$ cat config.mk
export PLATFORM = sky130hd
export DESIGN_NAME = serial_rx_core
export DESIGN_NICKNAME = d
export VERILOG_FILES = /design/src/rtl/srx_pkg.sv /design/src/rtl/srx_line_sync.sv /design/src/rtl/srx_frame_fsm.sv /design/src/rtl/srx_status_regs.sv /design/src/rtl/serial_rx_core.sv
export SDC_FILE = /design/constraint.sdc
export NUM_CORES = 1
export LEC_CHECK = 0
export BUFFER_PORTS_ARGS = -buffer_cell sky130_fd_sc_hd__buf_2
export CAP_MARGIN = 20
export CORE_ASPECT_RATIO = 1.5
export CORE_MARGIN = 3
export CORE_UTILIZATION = 56
export CTS_CLUSTER_DIAMETER = 200
export DETAILED_ROUTE_END_ITERATION = 8
export PLACE_DENSITY_LB_ADDON = 0.2
export RECOVER_POWER = 100
export SLEW_MARGIN = 10
export SYNTH_ARGS = -nofsm -noshare
export SYNTH_HDL_FRONTEND = slang
export SYNTH_SLANG_ARGS = --single-unit
$ cat constraint.sdc
create_clock -name clk -period 2.25 [get_ports clk]
set_input_delay 0.1125 -clock clk [delete_from_list [all_inputs] [get_ports clk]]
set_output_delay 0.1125 -clock clk [all_outputs]
set_load 0.03 [all_outputs]
$ cat src/rtl/srx_pkg.sv
package srx_pkg;

   typedef enum logic [2:0] {
      ST_IDLE,
      ST_START,
      ST_DATA,
      ST_PAR,
      ST_STOP,
      ST_STOP2
   } rx_state_e;

endpackage

$ cat src/rtl/srx_line_sync.sv
module srx_line_sync #(
   parameter int STAGES = 2
) (
   input  logic clk,
   input  logic rst_n,
   input  logic din,
   output logic dout
);

   logic [STAGES-1:0] q;

   generate
      if (STAGES < 2) begin : g_bad_stages
         $error("srx_line_sync: STAGES must be at least 2");
      end
      for (genvar i = 0; i < STAGES; i++) begin : g_stage
         if (i == 0) begin : g_first
            always_ff @(posedge clk or negedge rst_n) begin
               if (!rst_n) q[0] <= 1'b1;
               else        q[0] <= din;
            end
         end else begin : g_next
            always_ff @(posedge clk or negedge rst_n) begin
               if (!rst_n) q[i] <= 1'b1;
               else        q[i] <= q[i-1];
            end
         end
      end
   endgenerate

   assign dout = q[STAGES-1];

endmodule

$ cat src/rtl/srx_frame_fsm.sv
module srx_frame_fsm
   import srx_pkg::*;
#(
   parameter int OVERSAMPLE = 16,
   parameter int DATA_W     = 8
) (
   input  logic              clk,
   input  logic              rst_n,
   input  logic              tick,
   input  logic              line,
   input  logic              hold,
   input  logic              cfg_short,
   input  logic              cfg_par_en,
   input  logic              cfg_two_stop,
   output logic              done,
   output logic [DATA_W-1:0] shreg,
   output logic              par_bit,
   output logic              stop_bit
);

   localparam int CNT_W = $clog2(OVERSAMPLE);
   localparam int IDX_W = $clog2(DATA_W);
   localparam logic [CNT_W-1:0] HALF_LAST = CNT_W'(OVERSAMPLE / 2 - 1);
   localparam logic [CNT_W-1:0] BIT_LAST  = CNT_W'(OVERSAMPLE - 1);
   localparam logic [IDX_W-1:0] IDX_LONG  = IDX_W'(DATA_W - 1);
   localparam logic [IDX_W-1:0] IDX_SHORT = IDX_W'(DATA_W - 2);

   rx_state_e        state;
   logic [CNT_W-1:0] cnt;
   logic [IDX_W-1:0] idx;
   logic [IDX_W-1:0] last_idx;
   logic             at_mid;
   logic             at_half;

   assign last_idx = cfg_short ? IDX_SHORT : IDX_LONG;
   assign at_mid   = tick && (cnt == BIT_LAST);
   assign at_half  = tick && (cnt == HALF_LAST);

   always_ff @(posedge clk or negedge rst_n) begin
      if (!rst_n) begin
         state    <= ST_IDLE;
         cnt      <= '0;
         idx      <= '0;
         shreg    <= '0;
         par_bit  <= 1'b0;
         stop_bit <= 1'b1;
         done     <= 1'b0;
      end else begin
         done <= 1'b0;
         unique case (state)
            ST_IDLE: begin
               if (tick && !hold && !line) begin
                  state <= ST_START;
                  cnt   <= '0;
               end
            end
            ST_START: begin
               if (at_half) begin
                  cnt <= '0;
                  if (!line) begin
                     state <= ST_DATA;
                     idx   <= '0;
                     shreg <= '0;
                  end else begin
                     state <= ST_IDLE;
                  end
               end else if (tick) begin
                  cnt <= cnt + 1'b1;
               end
            end
            ST_DATA: begin
               if (at_mid) begin
                  cnt        <= '0;
                  shreg[idx] <= line;
                  if (idx == last_idx) state <= cfg_par_en ? ST_PAR : ST_STOP;
                  else                 idx   <= idx + 1'b1;
               end else if (tick) begin
                  cnt <= cnt + 1'b1;
               end
            end
            ST_PAR: begin
               if (at_mid) begin
                  cnt     <= '0;
                  par_bit <= line;
                  state   <= ST_STOP;
               end else if (tick) begin
                  cnt <= cnt + 1'b1;
               end
            end
            ST_STOP: begin
               if (at_mid) begin
                  cnt      <= '0;
                  stop_bit <= line;
                  done     <= 1'b1;
                  state    <= cfg_two_stop ? ST_STOP2 : ST_IDLE;
               end else if (tick) begin
                  cnt <= cnt + 1'b1;
               end
            end
            ST_STOP2: begin
               if (at_mid) begin
                  cnt   <= '0;
                  state <= ST_IDLE;
               end else if (tick) begin
                  cnt <= cnt + 1'b1;
               end
            end
            default: state <= ST_IDLE;
         endcase
      end
   end

   // An error flag that is held keeps the receiver parked in idle.
   p_hold_parks_r11: assert property (@(posedge clk) disable iff (!rst_n)
      (state == ST_IDLE && hold) |=> (state == ST_IDLE));

   // A start candidate that is high at its midpoint is dropped without completing a character.
   p_glitch_drop_r1: assert property (@(posedge clk) disable iff (!rst_n)
      (state == ST_START && at_half && line) |=> (state == ST_IDLE && !done));

   // Completion only ever comes out of the first stop bit.
   p_done_from_stop_r4: assert property (@(posedge clk) disable iff (!rst_n)
      $rose(done) |-> ($past(state) == ST_STOP));

endmodule

$ cat src/rtl/srx_status_regs.sv
module srx_status_regs #(
   parameter int DATA_W = 8
) (
   input  logic              clk,
   input  logic              rst_n,
   input  logic              done,
   input  logic [DATA_W-1:0] data_in,
   input  logic              par_bit,
   input  logic              stop_bit,
   input  logic              cfg_short,
   input  logic              cfg_par_en,
   input  logic              cfg_par_odd,
   input  logic              irq_en,
   input  logic              clr_full,
   input  logic              clr_ovr,
   input  logic              clr_frm,
   input  logic              clr_par,
   output logic [DATA_W-1:0] rx_data,
   output logic              rx_full,
   output logic              err_ovr,
   output logic              err_frm,
   output logic              err_par,
   output logic              err_any,
   output logic              irq_full,
   output logic              irq_err
);

   logic [DATA_W-1:0] counted;
   logic              ones_odd;
   logic              par_bad;
   logic              frm_bad;

   generate
      for (genvar i = 0; i < DATA_W; i++) begin : g_mask
         if (i == DATA_W - 1) begin : g_top
            assign counted[i] = data_in[i] & ~cfg_short;
         end else begin : g_low
            assign counted[i] = data_in[i];
         end
      end
   endgenerate

   assign ones_odd = (^counted) ^ par_bit;
   assign par_bad  = cfg_par_en && (ones_odd != cfg_par_odd);
   assign frm_bad  = !stop_bit;

   always_ff @(posedge clk or negedge rst_n) begin
      if (!rst_n) begin
         rx_data <= '0;
         rx_full <= 1'b0;
         err_ovr <= 1'b0;
         err_frm <= 1'b0;
         err_par <= 1'b0;
      end else begin
         if (clr_full) rx_full <= 1'b0;
         if (clr_ovr)  err_ovr <= 1'b0;
         if (clr_frm)  err_frm <= 1'b0;
         if (clr_par)  err_par <= 1'b0;
         if (done) begin
            if (rx_full) begin
               err_ovr <= 1'b1;
            end else begin
               rx_data <= counted;
               if (par_bad) err_par <= 1'b1;
               if (frm_bad) err_frm <= 1'b1;
               if (!par_bad && !frm_bad) rx_full <= 1'b1;
            end
         end
      end
   end

   assign err_any  = err_ovr | err_frm | err_par;
   assign irq_full = irq_en & rx_full;
   assign irq_err  = irq_en & err_any;

   // A completion while full raises overrun and leaves the data register alone.
   p_overrun_keeps_r6: assert property (@(posedge clk) disable iff (!rst_n)
      (done && rx_full && !clr_full) |=> (err_ovr && $stable(rx_data)));

   // The full flag rises only on a completed character.
   p_full_from_done_r7: assert property (@(posedge clk) disable iff (!rst_n)
      $rose(rx_full) |-> $past(done));

   // Parity and framing flags hold until their own strobe.
   p_par_sticky_r10: assert property (@(posedge clk) disable iff (!rst_n)
      (err_par && !clr_par) |=> err_par);

   p_frm_sticky_r10: assert property (@(posedge clk) disable iff (!rst_n)
      (err_frm && !clr_frm) |=> err_frm);

   p_ovr_sticky_r10: assert property (@(posedge clk) disable iff (!rst_n)
      (err_ovr && !clr_ovr) |=> err_ovr);

endmodule

$ cat src/rtl/serial_rx_core.sv
module serial_rx_core #(
   parameter int OVERSAMPLE  = 16,
   parameter int DATA_W      = 8,
   parameter int SYNC_STAGES = 2
) (
   input  logic              clk,
   input  logic              rst_n,
   input  logic              samp_en,
   input  logic              rxd,
   input  logic              cfg_short_char,
   input  logic              cfg_par_en,
   input  logic              cfg_par_odd,
   input  logic              cfg_two_stop,
   input  logic              irq_en,
   input  logic              clr_full,
   input  logic              clr_overrun,
   input  logic              clr_framing,
   input  logic              clr_parity,
   output logic [DATA_W-1:0] rx_data,
   output logic              rx_full,
   output logic              err_overrun,
   output logic              err_framing,
   output logic              err_parity,
   output logic              irq_rx_full,
   output logic              irq_rx_err
);

   generate
      if (OVERSAMPLE < 4 || (OVERSAMPLE % 2) != 0) begin : g_bad_os
         $error("serial_rx_core: OVERSAMPLE must be even and at least 4");
      end
      if (DATA_W < 5) begin : g_bad_w
         $error("serial_rx_core: DATA_W must be at least 5");
      end
   endgenerate

   logic              line_s;
   logic              done;
   logic [DATA_W-1:0] shreg;
   logic              par_bit;
   logic              stop_bit;
   logic              err_any;

   srx_line_sync #(
      .STAGES (SYNC_STAGES)
   ) u_sync (
      .clk   (clk),
      .rst_n (rst_n),
      .din   (rxd),
      .dout  (line_s)
   );

   srx_frame_fsm #(
      .OVERSAMPLE (OVERSAMPLE),
      .DATA_W     (DATA_W)
   ) u_fsm (
      .clk          (clk),
      .rst_n        (rst_n),
      .tick         (samp_en),
      .line         (line_s),
      .hold         (err_any),
      .cfg_short    (cfg_short_char),
      .cfg_par_en   (cfg_par_en),
      .cfg_two_stop (cfg_two_stop),
      .done         (done),
      .shreg        (shreg),
      .par_bit      (par_bit),
      .stop_bit     (stop_bit)
   );

   srx_status_regs #(
      .DATA_W (DATA_W)
   ) u_regs (
      .clk         (clk),
      .rst_n       (rst_n),
      .done        (done),
      .data_in     (shreg),
      .par_bit     (par_bit),
      .stop_bit    (stop_bit),
      .cfg_short   (cfg_short_char),
      .cfg_par_en  (cfg_par_en),
      .cfg_par_odd (cfg_par_odd),
      .irq_en      (irq_en),
      .clr_full    (clr_full),
      .clr_ovr     (clr_overrun),
      .clr_frm     (clr_framing),
      .clr_par     (clr_parity),
      .rx_data     (rx_data),
      .rx_full     (rx_full),
      .err_ovr     (err_overrun),
      .err_frm     (err_framing),
      .err_par     (err_parity),
      .err_any     (err_any),
      .irq_full    (irq_rx_full),
      .irq_err     (irq_rx_err)
   );

   // Both requests are gated by the single enable.
   p_irq_gated_r9: assert property (@(posedge clk) disable iff (!rst_n)
      (irq_rx_full || irq_rx_err) |-> irq_en);

endmodule

# After elaboration in Yosys (flattened, before gate mapping)
# Index checks and enable logic that the tools add are counted.
[totals]
in_bits = 13
out_inout_bits = 14
word_cells = 112
regBits = 35
[op_classes]
bitwise_logic = 8
n_reduce_logical = 22
eq_ne = 18
n_addsub = 2
muxes = 46
order_cmp = 2
[ops]
columns = ["cell", "count"]
rows = [
  ["two-way mux 3 bit", 13],
  ["two-way mux 8 bit", 3],
  ["two-way mux 1 bit", 19],
  ["case mux 3 bit (6 select lines)", 1],
  ["two-way mux 4 bit", 4],
  ["case mux 8 bit (2 select lines)", 1],
  ["!= test 2 x 1 -> 1 bit (second input constant)", 7],
  ["case mux 4 bit (3 select lines)", 1],
  ["bitwise mux 8 bit", 1],
  ["AND reduction 2 bit", 4],
  ["XOR reduction 8 bit", 1],
  ["logical AND 1 bit", 7],
  ["AND reduction 7 bit", 1],
  ["equality test 3 x 2 -> 1 bit (second input constant)", 2],
  ["equality test 3 bit (second input constant)", 2],
  ["case mux 3 bit (2 select lines)", 1],
  ["AND reduction 5 bit", 1],
  ["adder 4 x 1 -> 4 bit (second input constant)", 1],
  ["equality test 4 x 3 -> 1 bit (second input constant)", 1],
  ["equality test 4 bit (second input constant)", 1],
  ["less-than comparator 3 x 4 -> 1 bit (second input constant)", 1],
  ["!= test 2 bit (second input constant)", 2],
  ["AND reduction 4 bit", 1],
  ["OR reduction 4 bit", 1],
  ["other kinds (15)", 21],
]

# Logic depth before layout (Yosys ltp)
[depth]
word_depth = 11
depth_mapped = 6
mapped_depth_nobuf = 5

# Modules after synthesis
# From an unflattened synthesis, not the netlist that was laid out.
[hier_totals]
hier_cells = 200
hier_area_um2 = 1969.4
[by_module_without_submodules]
columns = ["module", "n_inst", "seq_area_each_um2", "area_each_um2", "cells_each"]
rows = [
  ["srx_frame_fsm", 1, 526.8, 1336.3, 137],
  ["srx_status_regs", 1, 300.3, 580.6, 61],
  ["srx_line_sync", 1, 52.6, 52.6, 2],
]

# Worst setup path after synthesis
# No wires, ideal clock.
[synth_timing]
kind = "register -> register"
from = "register u_fsm.cnt[0]"
to = "register u_fsm.state[0]"
required_time_ns = 2.125
setup_time_ns = 0.125
n_path_buf = 0
arrival_ns = 1.683
period_less_slack_ns = 1.807
setup_slack_ns = 0.443
stages_incl_launch_ff = 6
cell_sequence = "dfrtp_1 > ha_1 > and4_2 > o21a_1 > a2111oi_0 > mux2_2"
[synth_via]
elab_chain_cells = 4
elab_cells_between_ends = 10
classes_between = "eq/ne: 7; reduce/logical: 3"
[synth_lines]
columns = ["element", "line_no", "rtl"]
rows = [
  ["start, declared", "srx_frame_fsm.sv:29", "logic [CNT_W-1:0] cnt;"],
  ["start signal, assigned", "srx_frame_fsm.sv:68", "cnt <= cnt + 1'b1;"],
  ["start signal, assigned", "srx_frame_fsm.sv:78", "cnt <= cnt + 1'b1;"],
  ["start signal, assigned", "srx_frame_fsm.sv:87", "cnt <= cnt + 1'b1;"],
  ["equality test 4 bit or equality test 4 x 3 -> 1 bit (tied branches)", "srx_frame_fsm.sv:36, srx_frame_fsm.sv:37", ""],
  ["logical AND 1 bit (on tied branches)", "srx_frame_fsm.sv:36, srx_frame_fsm.sv:37", ""],
  ["!= test 2 x 1 -> 1 bit (no line)", "n/a", ""],
  ["AND reduction 7 bit (no line) *", "n/a", ""],
  ["end signal, assigned", "srx_frame_fsm.sv:75", "if (idx == last_idx) state <= cfg_par_en ? ST_PAR : ST_STOP;"],
  ["end signal, assigned", "srx_frame_fsm.sv:95", "state <= cfg_two_stop ? ST_STOP2 : ST_IDLE;"],
  ["end, declared", "srx_frame_fsm.sv:28", "rx_state_e state;"],
]
# Every way passes the cells marked *; elsewhere a longest branch is shown, timed or not.
# A chain may end at the register's enable or synchronous reset.

# Worst setup path after layout
[layout_timing]
from = "register u_fsm.state[1]"
to = "register u_fsm.idx[1]"
[layout_via]
elab_chain_cells = 3
elab_cells_between_ends = 9
classes_between = "eq/ne: 6; mux: 1; reduce/logical: 2"
[layout_lines]
columns = ["element", "line_no", "rtl"]
rows = [
  ["equality test 3 x 2 -> 1 bit or equality test 3 x 1 -> 1 bit (tied branches)", "srx_frame_fsm.sv:50", "unique case (state)"],
  ["!= test 2 x 1 -> 1 bit (no line), or another cell as far along", "n/a", ""],
  ["AND reduction 5 bit (no line)", "n/a", ""],
  ["end signal, assigned", "srx_frame_fsm.sv:76", "else idx <= idx + 1'b1;"],
  ["end, declared", "srx_frame_fsm.sv:30", "logic [IDX_W-1:0] idx;"],
]
# Parallel ways exist; a longest one is shown, timed or not.

==> results.py <==
metrics = {
    "power_and_ir_drop": {
        "clock_power_share_pct": 31.8,
        "comb_power_share_pct": 17.9,
        "power.internal_w": 0.000999,
        "power.total_w": 0.00141,
        "pwr_density_cell_nw_per_um2": 644,
        "netSwitchingPower_w": 0.000414,
        "power.sequential.fraction_pct": 50.3,
        "cellLeakagePower_nw": 0.964,
        "netSwitchingFraction_pct": 29.3,
        "power.ir.vdd_worst_v": 0.000410,
    },
    "timing": {
        "rsz0062_at_grt": "no",
        "max_freq_mhz": 484,
        "maxSlewViolCount": 0,
        "setup-violations-final": 0,
        "hold_viol_final": 0,
        "fin_tns_setup_ns": 0,
        "whs_ns": 0.0419,
        "final.period_utilization_pct": 91.9,
        "timing.final.crit_period_ns": 2.07,
        "timing.max_slew.rel_slack_pct": 48.9,
        "finalClockSkew_ns": 0.00864,
        "max_slew.worst_pin.slew_ns": 0.767,
    },
    "synthesis": {
        "synth_edf_count": 0,
        "postSynth.asyncResetShare_pct": 100,
        "avgSynthCellArea_um2": 10.5,
        "count_leader_synth": "dfrtp_1",
        "synth.yosys.seq_area_share_pct": 46.5,
        "synth_seq_cells": 35,
        "synthDistinctLibCells": 53,
        "synth-warning-count": 0,
        "post_synth_inst_count": 180,
        "post-synth-top-area-fraction_pct": 42.3,
        "synthDominantAreaCellType": "dfrtp_1",
        "netlist_top_cells_count": "32 x dfrtp_1, 16 x o21ai_0, 11 x mux2_2",
        "synth.area.top_cells": "dfrtp_1 42%, mux2_2 6.5%, o21ai_0 4.2%, dfstp_2 4.2%, a21oi_1 2.6%",
        "ys_dominant_reg_cell": "dfrtp_1",
        "synthesis.nets": 195,
        "syn_area_um2": 1890,
    },
    "critical_path": {
        "critPathMaxFanout": 15,
        "worst-endpoint-required_ns": 2.43,
        "worst-path-buf-inv": 0,
        "crit_chain": "or4b_1 -> a211oi_4 -> o21ai_0 -> a32o_1",
        "crit_slowest_cell": "or4b_1",
        "timing.setup.critical_path_class": "reg2reg",
        "critPathTopFamily": "compound AO/OA/AOI/OAI gates",
        "r2r_end": "u_fsm.idx[1]",
        "worstReg2RegStart": "u_fsm.state[1]",
        "rr_worst_depth": 4,
        "arrival_ns": 2.25,
        "critPathLaunchType": "flip-flop",
        "setup.worst_path.end_class": "flip-flop",
        "timing.critical_path.slowest_cell_delay_ns": 0.64,
        "rrSetupSlack_ns": 0.18,
    },
    "global_route": {
        "grt_usage_pct": 22.0,
        "grt_overflow_total": 0,
        "grt_start_max_net_pins": 36,
        "first_global_vias": 1478,
        "antenna_found_initial": 0,
        "wire_length_of_the_first_global_routing_pass_um": 6640,
    },
    "clock_network": {
        "cts_made_buffers": 5,
        "clk_latency_ns": 0.30,
        "ctsHtreeMaxLevel": 2,
        "max-clock-path-buffers": 2,
        "hold_buffers": 5,
        "clk_pin_slew_worst_paths_ns": 0.07,
        "post_cts_buffers": 0,
        "library_cell_used_as_clock_root_buffer": "clkbuf_8",
        "cts_resized": 0,
        "tritoncts": "yes",
        "cts_sink_count": 35,
    },
    "drt": {
        "detail_route.vias_per_cell": 5.88,
        "firstDrtPassIters": 4,
        "met2WireLength_um": 2120,
        "detail-route-antenna-nets": 0,
        "drt_drc_violations_left": 0,
        "met1Wirelength_um": 1550,
        "dr_total_vias": 1511,
        "routed_wl_um": 3900,
        "top_layer": "met4",
        "starting_drt_drc_count": 31,
        "met3_wirelength_um": 146,
        "route.detailed.wl_per_inst_um": 15.2,
    },
    "die": {
        "total_die_area_um2": 4130,
        "die_height_um": 77.2,
        "fp-row-count": 25,
        "die_w_um": 53.5,
        "start_util_pct": 59.3,
        "core_um2": 3190,
        "num_io_pins": 27,
    },
    "hold_path": {
        "hp-start": "clr_full",
        "timing.hold.worst_path_depth": 2,
        "hold_path_end": "u_regs.rx_full",
        "min-delay-path-class": "in2reg",
    },
    "finish": {
        "layout-drive-gt1-share_pct": 20.7,
        "design.final.nets": 231,
        "fillerInstances": 281,
        "num_antenna_cells": 0,
        "combined_area_of_the_multi_input_logic_cells_um2": 938,
        "area.sequential_um2": 880,
        "area_growth_syn_to_layout_pct": 16.0,
    },
    "placement": {
        "gp_congestion": 0.884,
        "dpl.hpwl_um": 2900,
        "port-buffer-count": 26,
    },
    "job": {
        "max_cap_violations": 0,
    },
    "outcome": {
        "run_status": "finished, final reports clean",
    },
}
==> placed cells by master, fill, tap and decap left out, types with 2 or more instances in the layout <==
| cell type | Yosys | layout |
|---|---|---|
| o211ai_1 | 2 | 2 |
| nor3_1 | 2 | 2 |
| ha_1 | 2 | 2 |
| xor2_1 | 5 | 5 |
| dlygate4sd3_1 | 0 | 5 |
| o22ai_1 | 2 | 2 |
| xnor2_1 | 5 | 5 |
| buf_4 | 0 | 7 |
| clkinvlp_4 | 0 | 2 |
| mux2_2 | 11 | 10 |
| a22o_1 | 3 | 3 |
| dfstp_2 | 3 | 3 |
| nand2_1 | 7 | 7 |
| a21oi_1 | 10 | 10 |
| nand3_1 | 6 | 6 |
| nor4_1 | 2 | 2 |
| dfrtp_1 | 32 | 32 |
| nor2b_1 | 7 | 7 |
| inv_1 | 4 | 4 |
| buf_2 | 2 | 12 |
| clkbuf_1 | 7 | 16 |
| nor4b_1 | 3 | 3 |
| o21ai_0 | 16 | 18 |
| o32ai_1 | 2 | 2 |
| a32o_1 | 2 | 2 |
| a2111oi_0 | 2 | 2 |
| nor2_1 | 9 | 9 |
| nand3b_1 | 2 | 2 |
| nand2b_1 | 4 | 4 |
| clkbuf_8 | 0 | 5 |
| xnor3_1 | 2 | 2 |
==> sequential cells by signal, summed over array words and instances (netlist names) <==
| name | cells |
|---|---|
| u_fsm.shreg | 8 |
| u_regs.rx_data | 8 |
| u_fsm.cnt | 4 |
| u_fsm.idx | 3 |
| u_fsm.state | 3 |
| u_fsm.done | 1 |
| u_fsm.par_bit | 1 |
| u_fsm.stop_bit | 1 |
| u_regs.err_frm | 1 |
| u_regs.err_ovr | 1 |
| u_regs.err_par | 1 |
| u_regs.rx_full | 1 |
| u_sync.dout | 1 |
| u_sync.q | 1 |
==> stage by stage <==
stage	worst slack, ns	instance area (µm²)	util (%)	std cells
2_1_floorplan	0.443	1890	-	180
3_3_place_gp	0.352	2090	65.5	244
3_5_place_dp	0.257	2090	65.5	244
4_1_cts	0.232	2230	69.8	257
5_1_grt	0.0850	2190	68.8	257
6_report	0.183	2190	68.8	257
==> power groups by stage <==
stage	logic (W)	clock network (W)	registers, W
5_1_grt	0.000287	0.000487	0.000715
4_1_cts	0.000264	0.000466	0.000710
3_3_place_gp	0.000247	0	0.000718
2_1_floorplan	0.000189	0	0.000708
3_5_place_dp	0.000255	0	0.000722
6_report	0.000253	0.000450	0.000711
==> metal layers <==
layer  vias up  GRT usage (%)
li1        733              -
met1       740           24.6
met2        31           37.1
met3         7           5.83
met4         0           10.5
met5         -              0
==> cell families (layout without fill, tap and decap cells) <==
group	count (synthesis)	count (layout)	share of synthesized area, %
AOI/OAI and AO/OA	52	52	18.7
and+or+nand+nor	52	52	15.9
DFF	35	35	46.5
buffers and inverters	15	52	3.51
xor gates and xnor gates	12	12	7.01
muxes	12	12	7.08
adders and majority gates	2	2	1.32
==> worst max path at each step <==
stage	cells after the start	endpoint	start	slack [ns]
global route	4	u_fsm.idx[1]	u_fsm.state[1]	0.09
finish	4	u_fsm.idx[1]	u_fsm.state[1]	0.18
global placement	4	u_fsm.shreg[0]	u_fsm.state[1]	0.35
detailed placement	5	u_fsm.state[0]	u_fsm.cnt[0]	0.26
CTS	5	u_fsm.state[0]	u_fsm.cnt[0]	0.23
floorplan	5	u_fsm.state[0]	u_fsm.cnt[0]	0.44
==> layout make-up <==
cell class	instances	share of cell area, %
Multi-Input combinational cell	130	42.8
Sequential cell	35	40.1
Timing Repair Buffer	40	10.1
Clock buffer	5	3.14
Tap cell	40	2.28
Clock inverter	3	0.912
Inverter	4	0.684
No activity file was read; power rests on OpenSTA's default activity.
